## src/rtl/cdt_pkg.sv

```systemverilog
package cdt_pkg;
  typedef enum logic [1:0] {
    MD_ONE  = 2'b00,
    MD_RATE = 2'b01,
    MD_SQ   = 2'b10,
    MD_SQX  = 2'b11
  } cdt_mode_e;
endpackage

```

## src/rtl/cdt_regs.sv

```systemverilog
module cdt_regs #(
  parameter int W = 16
) (
  input  logic                clk,
  input  logic                rst,
  input  logic                reload_we,
  input  logic [W-1:0]        reload_din,
  input  logic                ctrl_we,
  input  logic [1:0]          ctrl_mode,
  input  logic                ctrl_run,
  input  logic                ctrl_hold,
  input  logic                ctrl_inv,
  input  logic                ctrl_ien,
  input  logic                run_clr,
  output logic [W-1:0]        nval_q,
  output cdt_pkg::cdt_mode_e  mode_q,
  output logic                run_q,
  output logic                hold_q,
  output logic                inv_q,
  output logic                ien_q
);
  always_ff @(posedge clk) begin
    if (rst) begin
      nval_q <= '0;
      mode_q <= cdt_pkg::MD_ONE;
      run_q  <= 1'b0;
      hold_q <= 1'b0;
      inv_q  <= 1'b0;
      ien_q  <= 1'b0;
    end else begin
      if (reload_we) nval_q <= reload_din;
      if (ctrl_we) begin
        mode_q <= cdt_pkg::cdt_mode_e'(ctrl_mode);
        run_q  <= ctrl_run;
        hold_q <= ctrl_hold;
        inv_q  <= ctrl_inv;
        ien_q  <= ctrl_ien;
      end else if (run_clr) begin
        run_q <= 1'b0;
      end
    end
  end
endmodule

```

## src/rtl/cdt_core.sv

```systemverilog
module cdt_core #(
  parameter int W = 16
) (
  input  logic               clk,
  input  logic               rst,
  input  logic               tick,
  input  logic               pause,
  input  logic               run_q,
  input  cdt_pkg::cdt_mode_e mode_q,
  input  logic [W-1:0]       nval_q,
  output logic [W-1:0]       cnt_q,
  output logic               lvl_q,
  output logic               run_clr,
  output logic               evt
);
  import cdt_pkg::*;

  logic loaded_q;
  logic adv;
  logic term_le1;
  logic term_zero;

  assign adv       = tick && run_q && !pause;
  assign term_le1  = (cnt_q <= W'(1));
  assign term_zero = (cnt_q == '0);

  always_comb begin
    run_clr = 1'b0;
    evt     = 1'b0;
    if (adv && loaded_q) begin
      unique case (mode_q)
        MD_ONE: begin
          run_clr = term_le1;
          evt     = term_le1;
        end
        MD_RATE: evt = lvl_q && term_le1;
        default: evt = lvl_q && term_zero;
      endcase
    end
  end

  always_ff @(posedge clk) begin
    if (rst) begin
      cnt_q    <= '0;
      lvl_q    <= 1'b0;
      loaded_q <= 1'b0;
    end else if (tick) begin
      if (!run_q) begin
        lvl_q    <= 1'b0;
        loaded_q <= 1'b0;
      end else if (!pause) begin
        if (!loaded_q) begin
          cnt_q    <= nval_q;
          lvl_q    <= 1'b1;
          loaded_q <= 1'b1;
        end else begin
          unique case (mode_q)
            MD_ONE: begin
              if (term_le1) begin
                cnt_q    <= '0;
                lvl_q    <= 1'b0;
                loaded_q <= 1'b0;
              end else begin
                cnt_q <= cnt_q - W'(1);
              end
            end
            MD_RATE: begin
              if (!lvl_q) begin
                cnt_q <= nval_q;
                lvl_q <= 1'b1;
              end else if (term_le1) begin
                cnt_q <= '0;
                lvl_q <= 1'b0;
              end else begin
                cnt_q <= cnt_q - W'(1);
              end
            end
            default: begin
              if (term_zero) begin
                cnt_q <= nval_q;
                lvl_q <= !lvl_q;
              end else begin
                cnt_q <= cnt_q - W'(1);
              end
            end
          endcase
        end
      end
    end
  end
endmodule

```

## src/rtl/cdt_irq.sv

```systemverilog
module cdt_irq (
  input  logic clk,
  input  logic rst,
  input  logic evt,
  input  logic ack,
  output logic flag_q
);
  always_ff @(posedge clk) begin
    if (rst)       flag_q <= 1'b0;
    else if (evt)  flag_q <= 1'b1;
    else if (ack)  flag_q <= 1'b0;
  end
endmodule

```

## src/rtl/cdtimer.sv

```systemverilog
module cdtimer #(
  parameter int W = 16
) (
  input  logic         clk,
  input  logic         rst,
  input  logic         tick,
  input  logic         reload_we,
  input  logic [W-1:0] reload_din,
  input  logic         ctrl_we,
  input  logic [1:0]   ctrl_mode,
  input  logic         ctrl_run,
  input  logic         ctrl_hold,
  input  logic         ctrl_inv,
  input  logic         ctrl_ien,
  input  logic         gate0,
  input  logic         gate1,
  input  logic         irq_ack,
  output logic         tmr_out,
  output logic         irq,
  output logic         irq_flag,
  output logic         running,
  output logic [W-1:0] count
);
  logic [W-1:0]       nval_q;
  cdt_pkg::cdt_mode_e mode_q;
  logic               run_q, hold_q, inv_q, ien_q;
  logic               pause, run_clr, evt, lvl_q, flag_q;
  logic [W-1:0]       cnt_q;

  assign pause = hold_q || gate0 || gate1;

  cdt_regs #(.W(W)) u_regs (
    .clk(clk), .rst(rst),
    .reload_we(reload_we), .reload_din(reload_din),
    .ctrl_we(ctrl_we), .ctrl_mode(ctrl_mode), .ctrl_run(ctrl_run),
    .ctrl_hold(ctrl_hold), .ctrl_inv(ctrl_inv), .ctrl_ien(ctrl_ien),
    .run_clr(run_clr),
    .nval_q(nval_q), .mode_q(mode_q), .run_q(run_q),
    .hold_q(hold_q), .inv_q(inv_q), .ien_q(ien_q)
  );

  cdt_core #(.W(W)) u_core (
    .clk(clk), .rst(rst), .tick(tick), .pause(pause),
    .run_q(run_q), .mode_q(mode_q), .nval_q(nval_q),
    .cnt_q(cnt_q), .lvl_q(lvl_q), .run_clr(run_clr), .evt(evt)
  );

  cdt_irq u_irq (
    .clk(clk), .rst(rst), .evt(evt), .ack(irq_ack), .flag_q(flag_q)
  );

  assign tmr_out  = lvl_q ^ inv_q;
  assign irq      = flag_q && ien_q;
  assign irq_flag = flag_q;
  assign running  = run_q;
  assign count    = cnt_q;
endmodule

```

## config.mk

```make
export PLATFORM = sky130hd
export DESIGN_NAME = cdtimer
export DESIGN_NICKNAME = d
export VERILOG_FILES = /design/src/rtl/cdt_pkg.sv /design/src/rtl/cdt_regs.sv /design/src/rtl/cdt_core.sv /design/src/rtl/cdt_irq.sv /design/src/rtl/cdtimer.sv
export SDC_FILE = /design/constraint.sdc
export NUM_CORES = 1
export LEC_CHECK = 0
export BUFFER_PORTS_ARGS = -buffer_cell sky130_fd_sc_hd__buf_2
export CORE_MARGIN = 4
export CORE_UTILIZATION = 50
export CTS_BUF_LIST = sky130_fd_sc_hd__clkbuf_16
export CTS_CLUSTER_DIAMETER = 50
export DETAILED_ROUTE_END_ITERATION = 7
export GPL_ROUTABILITY_DRIVEN = 0
export GPL_TIMING_DRIVEN = 0
export MAX_ROUTING_LAYER = met4
export PLACE_DENSITY_LB_ADDON = 0.15
export SKIP_CTS_REPAIR_TIMING = 1
export SLEW_MARGIN = 10
export SYNTH_ARGS = -nofsm -noshare
export SYNTH_HDL_FRONTEND = slang
export SYNTH_HIERARCHICAL = 1
export SYNTH_SLANG_ARGS = --single-unit
```

## constraint.sdc

```tcl
create_clock -name clk -period 3.8 [get_ports clk]
set_input_delay 0 -clock clk [delete_from_list [all_inputs] [get_ports clk]]
set_output_delay 0 -clock clk [all_outputs]
set_load 0.01 [all_outputs]
```

==> results.md, run 1 <==
- Max incr delay on CP: between 500 and 600 ps
- Die Y: between 70 and 80 µm
- CTS tree: yes
- Worst slack at placement: approximately 1200 ps
- Slack of the critical path: roughly 1100 ps
- Filler cell count in the final layout: approximately 380
- Final setup violation count: 0
- DRC viols: 0
- Failing checks: negative hold slack
- DRT Wirelength: around 6300 µm
- Seq/Total Area, Yosys: between 30% and 40%
- Top_reg_cell synth: dfxtp_1
- Sw Share: 23.2%
- Simple-gate area share of the yosys netlist: approximately a quarter
- CP Class: register to register
- Pin count of the biggest net entering global routing: 12
- IO Count: 50
- CP Cell Sequence: or3_1 -> and3b_1 -> clkbuf_1 -> nand2_1 -> a31oi_2 -> or4b_1 -> o211ai_1
- Core footprint: between 4000 and 5000 µm²
- Skew final: 3.23 ps
- Ys Warns: 6
- Clock buffer count from CTS: 5
- P&R area growth vs syn: 27.3%
- Xor and xnor area share after synthesis: about 1.2%
- Routed WL per cell: between 15 and 20 µm
- Clk buf depth: 2
- Fraction of registers with async set or reset after synthesis: 0%
- Setup TNS: 0 ps
- Tcrit/Tclk final: around 71%
- Worst-path fanout max: 8
- Drt initial violations: between 200 and 300
- Max-capacitance violation count: 0
- Final Util: 66.0%
- Multi-input logic area: around 1300 µm²
- Fmax: 369 MHz
- Syn_nets: approximately 300
- Via count: ~2300
- RSZ-0062 raised after global routing: false
- Most frequent cells in the layout: 49 x buf_2, 41 x dfxtp_1, 37 x nor2_1
- Slew @ Worst Pin: between 1000 and 1500 ps
- Crit start category: register
- Status: finished, violations left
- CTS Sinks: between 40 and 50
- Die X: roughly 75 µm
- Proportion of layout cells with a drive suffix above 1: 21.1%
- Worst Hold Slack: -37.5 ps
- Antenna violations before repair: 0
- Post-route ant nets: 0
- Total Routing Usage GR: ~23%
- Skew-Pair Late Insertion Delay: between 200 and 300 ps
- TritonRoute pass-1 iters: 5
- Register area: 821 µm²
- PwrDens: approximately 330 nW/µm²
- WP data arrival: between 2000 and 3000 ps
- ANT cells: 0
- Register bit total from synthesis: 41
- Synth Instances: between 200 and 300
- Mapped Area: 2270 µm²
- Vias in the first global route: around 2000
- Clk slew on worst S/H paths: 60 ps
- Sw power: about 0.00022 W
- Root buffer cell: clkbuf_16
- P_leak: 1.27 nW
- Sequential power share: a little under half
- Initial Util: ~52%
- Max H-tree Level: 2
- DR vias/cell: between 5 and 6
- Max Transition Viols Final: 0
- Clk pwr share: 40.7%
- Post-synth EDFFs: 0
- Fraction of the mapped netlist area in adder cells: around 1.7%
- First-pass GRT wire length: 9700 µm
- Post-synthesis mux area share: about a tenth
- Netlist cell types: 60
- PortBufs: 47
- Die ar.: between 5000 and 6000 µm²
- Int Pwr: around 0.00074 W
- Final Hold Viols: 5
- Dpl hpwl: about 4500 µm
- Slew headroom: between 30% and 40%
- Syn_area_per_cell: ~8.6 µm²
- Largest family of logic cells by synthesized area: simple AND/OR/NAND/NOR gates
- Fin crit period: ~2700 ps
- Layout net count: around 370
- Post-synthesis compound-gate area fraction: approximately 20%
- Gate power share: between 10% and 20%
- Most common cell after layout, fill and taps aside: buf_2
- Worst endpoint required time: about 4000 ps
- Critical-path top delay cell: a31oi_2
- GRT Residual Overflow: 0
- Num rows: 24
- Max rail drop VDD: around 0.21 mV
- CP Capture Type: register
- HP Class: input pin to register
[per-layer routing]
layer / vias up / global-route usage, % / part of all wire, %
met2: 95 / 33.4 / 45
met1: 1050 / 31.6 / 47
met3: 10 / 5.28 / 6.3
li1: 1123 / - / -
met5: - / - / 0
met4: 0 / 8.16 / 1.5
[logic make-up (layout without fill, tap and decap cells)]
group / after synthesis / count (layout)
AND/OR/NAND/NOR: 112 / 112
AO/OA/AOI/OAI: 62 / 62
flip-flops: 41 / 41
multiplexers: 22 / 22
buffers and inverters: 22 / 94
adder cells (fa/ha/maj): 3 / 3
XOR/XNOR: 3 / 3
[cell usage after synthesis (3+ instances only)]
| cell type | count | area, µm² |
|---|---|---|
| a21oi_1 | 8 | 40.0 |
| nor2_1 | 37 | 139 |
| dfxtp_1 | 41 | 821 |
| nand4_1 | 7 | 43.8 |
| clkbuf_1 | 5 | 18.8 |
| inv_1 | 8 | 30.0 |
| nor4_1 | 3 | 18.8 |
| mux2i_1 | 21 | 210 |
| nand3_1 | 8 | 40.0 |
| a211oi_1 | 3 | 22.5 |
| and2_1 | 3 | 18.8 |
| nand2b_1 | 6 | 37.5 |
| a31oi_1 | 11 | 68.8 |
| a22oi_1 | 4 | 30.0 |
| nand2_1 | 21 | 78.8 |
| nor3_1 | 7 | 35.0 |
| buf_6 | 4 | 45.0 |
| o21ai_0 | 12 | 60.1 |
| ha_1 | 3 | 37.5 |
[critical path, delay by kind of cell, from the launching register on]
kind                   cells  cell delay, ps
AND/OR/NAND/NOR            4            1370
buffers and inverters      1             360
AO/OA/AOI/OAI              2             610
flip-flops                 1             300
[layout make-up]
class	count	area share [%]
multi-input combinational	202	45.9
sequential	41	28.4
timing repair buffer	66	14.7
clock buffer	5	4.33
buffer	14	3.24
tap	52	2.25
inverter	8	1.04
clock inverter	1	0.173
[metrics by stage]
step / std cells / power [W] / cell area, µm²
after floorplan: 265 / 0.000527 / 2270
after global placement: 364 / 0.000559 / 2570
after detailed placement: 364 / 0.000561 / 2570
after CTS: 370 / 0.000954 / 2700
after global routing: 389 / 0.00100 / 2890
final: 389 / 0.000959 / 2890
[final timing paths]
kind	startpoint	end	slack [ps]	depth (start not counted)
worst min register to register	u_regs/nval_q[8]	u_core/cnt_q[8]	470	2
worst max register to register	u_regs/hold_q	u_core/cnt_q[12]	1090	7
worst min-delay path	reload_din[5]	u_regs/nval_q[5]	-40	3
worst max-delay path	u_regs/hold_q	u_core/cnt_q[12]	1090	7
[power groups by stage]
stage / clock, W / sequential [W] / combinational, W
floorplan: 0 / 0.000463 / 0.0000635
global placement: 0 / 0.000466 / 0.0000932
detailed placement: 0 / 0.000467 / 0.0000946
CTS: 0.000401 / 0.000457 / 0.0000952
global route: 0.000419 / 0.000459 / 0.000122
finish: 0.000391 / 0.000458 / 0.000111
[state kept, by name (all words and copies together), names as in the netlist]
register         count
u_core/cnt_q        16
u_regs/nval_q       16
u_regs/mode_q        2
u_core/loaded_q      1
u_core/lvl_q         1
u_irq/flag_q         1
u_regs/hold_q        1
u_regs/ien_q         1
u_regs/inv_q         1
u_regs/run_q         1
No activity file was read; power rests on OpenSTA's default activity.
==> run 2: changes to the inputs <==
Settings changed: ABC_AREA from default to 1.
Clock period 3.8 ns to 2.8 ns, I/O delays scaled along.
==> results.md, run 2 <==
- Skew-Pair Late Insertion Delay: 280 ps (about the same)
- CP Class: register to register
- Final Util: 67.7% (+1.7 points)
- DRC viols: 0 (unchanged)
- Critical-path top delay cell: dlygate4sd3_1
- Top Registers: u_core/cnt_q (16), u_regs/nval_q (16), u_regs/mode_q (2)
- PwrDens: 467 nW/µm² (+41%)
- Die X: 76.4 µm (+1.3%)
- RSZ-0062 raised after global routing: false
- DR vias/cell: 5.09 (-13%)
- Fraction of registers with async set or reset after synthesis: 0% (unchanged)
- Ys Warns: 6 (unchanged)
- Mapped Area: 2340 µm² (+3.0%)
- Worst endpoint required time: 3030 ps (-970 ps)
- Skew final: 1.95 ps (-1.29 ps)
- Cell accounting for the most synthesized area: dfxtp_1
- First-pass GRT wire length: 9640 µm (-0.64%)
- CP Capture Type: register
- Root buffer cell: clkbuf_16
- DRT Wirelength: 6120 µm (-2.5%)
- Total Routing Usage GR: 20.7% (-2.4 points)
- Worst Hold Slack: -36.2 ps (+1.28 ps)
- Final Hold Viols: 1 (-4)
- Commonest cells post-synth: 77 x nor2_1, 51 x nand2_1, 41 x dfxtp_1
- P_leak: 1.41 nW (+11%)
- Clk slew on worst S/H paths: 60 ps (about the same)
- Die Y: 76.4 µm (+1.3%)
- PortBufs: 49 (+4.3%)
- Num rows: 24 (unchanged)
- Antenna violations before repair: 0 (unchanged)
- CTS tree: yes
- Clock buffer count from CTS: 5 (unchanged)
- Crit start category: register
- Post-synth EDFFs: 0 (unchanged)
- Tcrit/Tclk final: 83.5% (+12 points)
- CP Cell Sequence: nor2_1 -> nand2_1 -> nor3_4 -> inv_2 -> nor2_1 -> nand3b_1 -> nor2_1 -> inv_1 -> a21oi_2 -> dlygate4sd3_1
- Syn_nets: 367 (+23%)
- Top cells by area, synth: dfxtp_1 35%, nor2_1 12%, nand2_1 8.2%, a21oi_2 7.5%, o21ai_0 6.0%
- TritonRoute pass-1 iters: 4 (-1)
- Setup TNS: 0 ps (unchanged)
- Core footprint: 4440 µm² (+1.4%)
- Cell with the most instances after synthesis: nor2_1
- GRT Residual Overflow: 0 (unchanged)
- P&R area growth vs syn: 28.5%
- Netlist cell types: 32 (-47%)
- Die ar.: 5840 µm² (+2.7%)
- Final setup violation count: 0 (unchanged)
- Post-route ant nets: 0 (unchanged)
- IO Count: 50 (unchanged)
- Proportion of layout cells with a drive suffix above 1: 25.7% (+4.7 points)
- Fmax: 428 MHz (+16%)
- Fin crit period: 2340 ps (-374 ps)
- Syn_area_per_cell: 7.01 µm² (-18%)
- Most frequent cells in the layout: 77 x nor2_1, 52 x buf_2, 51 x nand2_1
- Pin count of the biggest net entering global routing: 13 (+1)
- HP Class: input pin to register
- Worst-path fanout max: 10 (+2)
- Top cell type's share of synthesized area: 35.1% (-1.0 points)
- Max Transition Viols Final: 0 (unchanged)
- Initial Util: 52.6% (+0.82 points)
- Vias in the first global route: 2082 (+5.3%)
- Slew headroom: 60.7% (+30 points)
- WP data arrival: 2560 ps (-350 ps)
- Max H-tree Level: 2 (unchanged)
- Max incr delay on CP: 550 ps (+40 ps)
- ANT cells: 0 (unchanged)
- Routed WL per cell: 13.2 µm (-18%)
- Max rail drop VDD: 0.382 mV (+79%)
- Failing checks: negative hold slack
- Via count: 2361 (+3.6%)
- Synth Instances: 334 (+26%)
- Clk buf depth: 2 (unchanged)
- Slew @ Worst Pin: 590 ps (-448 ps)
- Register bit total from synthesis: 41 (unchanged)
- Crit-path most repeated cell: nor2_1
- Top_reg_cell synth: dfxtp_1
- Dpl hpwl: 4330 µm (-2.8%)
- Seq/Total Area, Yosys: 35.1% (-1.0 points)
- Status: finished, violations left
- CTS Sinks: 41 (unchanged)
- Layout net count: 445 (+20%)
- Max-capacitance violation count: 0 (unchanged)
- Drt initial violations: 180 (-32%)
- Most common cell after layout, fill and taps aside: nor2_1
-- run 2: cell types whose count changed after synthesis, sizes merged, moves of 5 or more --
cell | before | now
nor4 | 5 | 0
xnor2 | 1 | 6
nor2 | 37 | 83
nand2b | 6 | 0
a31oi | 13 | 0
inv | 8 | 33
nand2 | 21 | 61
o21ai | 13 | 33
a21oi | 10 | 29
nand3 | 8 | 15
mux2i | 21 | 0
-- run 2: final cells by class --
class | instances | area [µm²]
Fill cell | 404 | 1440
Multi-Input combinational cell | 250 | 1320
Sequential cell | 41 | 821
Timing Repair Buffer | 71 | 465
Clock buffer | 5 | 125
Inverter | 33 | 124
Buffer | 10 | 76.3
Tap cell | 52 | 65.1
Clock inverter | 2 | 11.3
-- run 2: kinds of logic (layout without fill, tap and decap cells) --
| group | count (synthesis) | count (layout) | share of synthesized area, % |
|---|---|---|---|
| and+or+nand+nor | 173 | 173 | 33.6 |
| adders and majority gates | 3 | 3 | 1.60 |
| AOI/OAI and AO/OA | 66 | 66 | 18.2 |
| xor gates and xnor gates | 8 | 8 | 2.99 |
| buffers and inverters | 43 | 121 | 8.56 |
| DFF | 41 | 41 | 35.1 |
-- run 2: critical path: cells and delay by family (launching register included) --
kind / cells / cell delay [ps]
buffers and inverters: 3 / 690
and+or+nand+nor: 6 / 1140
AOI/OAI and AO/OA: 1 / 130
DFF: 1 / 310
-- run 2: worst paths after layout --
check | cells after the start | endpoint | start | slack [ps]
worst max-delay path | 10 | u_irq/flag_q | u_regs/hold_q | 460
worst min-delay path | 3 | u_regs/ien_q | ctrl_ien | -40
worst max register to register | 10 | u_irq/flag_q | u_regs/hold_q | 460
worst min register to register | 2 | u_regs/nval_q[8] | u_regs/nval_q[8] | 500
-- run 2: per-stage QoR --
| step | std cells | total power [W] | instance area [µm²] | worst slack [ps] |
|---|---|---|---|---|
| 2_1_floorplan | 334 | 0.000782 | 2340 | 1160 |
| 3_3_place_gp | 435 | 0.000838 | 2650 | 984 |
| 3_5_place_dp | 435 | 0.000844 | 2650 | 930 |
| 4_1_cts | 442 | 0.00139 | 2790 | 946 |
| 5_1_grt | 464 | 0.00147 | 3010 | 335 |
| 6_report | 464 | 0.00140 | 3010 | 463 |
-- run 2: metal layers --
metal / up-vias / share of wire, % / track usage [%]
met1: 1084 / 47 / 26.8
met2: 51 / 48 / 33.1
li1: 1222 / - / -
met4: 0 / 0.90 / 4.35
met3: 4 / 4.2 / 4.61
met5: - / 0 / -
-- run 2: report_power, final --
part / total (W) / internal, W / leakage [nW] / switching (W)
logic: 0.000223 / 0.0000972 / 1.01 / 0.000126
registers: 0.000635 / 0.000611 / 0.337 / 0.0000240
clock network: 0.000545 / 0.000322 / 0.0633 / 0.000224
total: 0.00140 / 0.00103 / 1.41 / 0.000374
==> run 3: changes to the inputs <==
Clock period 2.8 ns to 2.22 ns, I/O delays scaled along.
==> results.md, run 3 (synthesized netlist as in run 2, its figures left out) <==
- Status: finished, violations left
- Failing checks: negative hold slack
- CTS Sinks: 41 (unchanged)
- Most common cell after layout, fill and taps aside: nor2_1
- CTS tree: yes
- Wire length on met1: 2880 µm (+0.42%)
- CP Capture Type: register
- Top Metal Used: met4
- TritonRoute pass-1 iters: 5 (+1)
- Skew-Pair Late Insertion Delay: 280 ps (about the same)
- Initial Util: 52.6% (unchanged)
- Max incr delay on CP: 400 ps (-150 ps)
- PwrDens: 588 nW/µm² (+26%)
- Num rows: 24 (unchanged)
- Final Util: 67.7% (unchanged)
- DRC viols: 0 (unchanged)
- Final Hold Viols: 1 (unchanged)
- ANT cells: 0 (unchanged)
- Clock buffer count from CTS: 5 (unchanged)
- P&R area growth vs syn: 28.5% (unchanged)
- Max H-tree Level: 2 (unchanged)
- Crit-path most repeated cell: nand2_2
- Die Y: 76.4 µm (unchanged)
- Slew @ Worst Pin: 594 ps (+4.01 ps)
- Area after DPL: 2650 µm² (unchanged)
- Most frequent cells in the layout: 77 x nor2_1, 52 x buf_2, 51 x nand2_1
- DR vias/cell: 5.08 (-0.13%)
- Post-route ant nets: 0 (unchanged)
- Placed cells: 435 (unchanged)
- CP Class: register to register
- PortBufs: 49 (unchanged)
- WP data arrival: 2080 ps (-480 ps)
- Pin count of the biggest net entering global routing: 13 (unchanged)
- Clk slew on worst S/H paths: 60 ps (about the same)
- GRT Residual Overflow: 0 (unchanged)
- WP buf/inv: 1 (-2)
- WL met2: 2990 µm (+1.5%)
- Delay-heaviest family, CP: simple AND/OR/NAND/NOR gates
- Top Registers: u_core/cnt_q (16), u_regs/nval_q (16), u_regs/mode_q (2)
- Worst endpoint required time: 2440 ps (-590 ps)
- Antenna violations before repair: 0 (unchanged)
- CP Cell Sequence: inv_1 -> ha_1 -> nand2_2 -> a21oi_2 -> nand2_2 -> nand2_2 -> nand2_4 -> nand2_1 -> or2_1 -> a21oi_2
- Final setup violation count: 0 (unchanged)
- Max Transition Viols Final: 0 (unchanged)
- Routed WL per cell: 13.2 µm (-0.31%)
- RSZ-0062 raised after global routing: false
- Fin area: 3010 µm² (unchanged)
- Vias in the first global route: 2082 (unchanged)
- Die ar.: 5840 µm² (unchanged)
- P_leak: 1.41 nW (-0.20%)
- Die X: 76.4 µm (unchanged)
- Clk buf depth: 2 (unchanged)
- Max-capacitance violation count: 0 (unchanged)
- Proportion of layout cells with a drive suffix above 1: 25.7% (unchanged)
- Fmax: 538 MHz (+26%)
- Total Routing Usage GR: 20.7% (unchanged)
- First-pass GRT wire length: 9640 µm (unchanged)
- Met3 wire length: 216 µm (-17%)
- HP Class: input pin to register
- Skew final: 2.06 ps (+0.114 ps)
- Fin crit period: 1860 ps (-478 ps)
- Root buffer cell: clkbuf_16
- Filler cell count in the final layout: 402 (-0.50%)
- Max rail drop VDD: 0.482 mV (+26%)
- Dpl hpwl: 4330 µm (unchanged)
- Core footprint: 4440 µm² (unchanged)
- Slew headroom: 60.4% (-0.27 points)
- Worst-path fanout max: 10 (unchanged)
- Crit start category: register
- Via count: 2358 (-0.13%)
- Critical-path top delay cell: dfxtp_1
- Layout Cells excl Fill: 464 (unchanged)
- Drt initial violations: 125 (-31%)
- Worst Hold Slack: -32.7 ps (+3.51 ps)
- DRT Wirelength: 6100 µm (-0.31%)
- IO Count: 50 (unchanged)
- Tcrit/Tclk final: 83.7% (+0.26 points)
- Setup TNS: 0 ps (unchanged)
- Layout net count: 445 (unchanged)
==> run 3: cell counts in the layout (fill, tap and decap cells not counted) <==
Identical to the previous run, type by type.
==> run 3: through the flow <==
stage	total power, W	setup WS (ps)	hold WS (ps)
6_report	0.00177	361	-32.7
5_1_grt	0.00185	198	14.6
4_1_cts	0.00175	366	-103
3_5_place_dp	0.00106	350	193
3_3_place_gp	0.00106	404	196
2_1_floorplan	0.000986	584	62.4
==> run 3: path summary, 6_finish.rpt <==
kind                        start              end  slack [ps]  cells after the start
setup reg to reg  u_core/cnt_q[0]  u_core/cnt_q[1]         360                     10
setup / recovery  u_core/cnt_q[0]  u_core/cnt_q[1]         360                     10
hold / removal           ctrl_ien     u_regs/ien_q         -30                      3
hold reg to reg      u_irq/flag_q     u_irq/flag_q         480                      2
==> run 3: report_power, final <==
group | total [W] | switching [W] | internal [W]
logic | 0.000283 | 0.000159 | 0.000124
clock network | 0.000685 | 0.000280 | 0.000406
registers | 0.000800 | 0.0000302 | 0.000770
total | 0.00177 | 0.000469 | 0.00130
==> run 3: layer usage <==
| layer | GRT usage, % | vias up |
|---|---|---|
| met1 | 26.8 | 1088 |
| met4 | 4.35 | 0 |
| li1 | - | 1222 |
| met5 | - | - |
| met3 | 4.61 | 2 |
| met2 | 33.1 | 46 |
==> run 3: layout make-up <==
class / instances / area (µm²) / area share (%)
buffer: 10 / 76.3 / 2.54
clock buffer: 5 / 125 / 4.16
clock inverter: 2 / 11.3 / 0.375
inverter: 33 / 124 / 4.12
multi-input combinational: 250 / 1320 / 43.9
sequential: 41 / 821 / 27.3
tap: 52 / 65.1 / 2.16
timing repair buffer: 71 / 465 / 15.5
==> run 3: worst min-delay path, stage by stage <==
cell	delay (ps)
buf_2	80
nor2_1	30
nor2_1	100
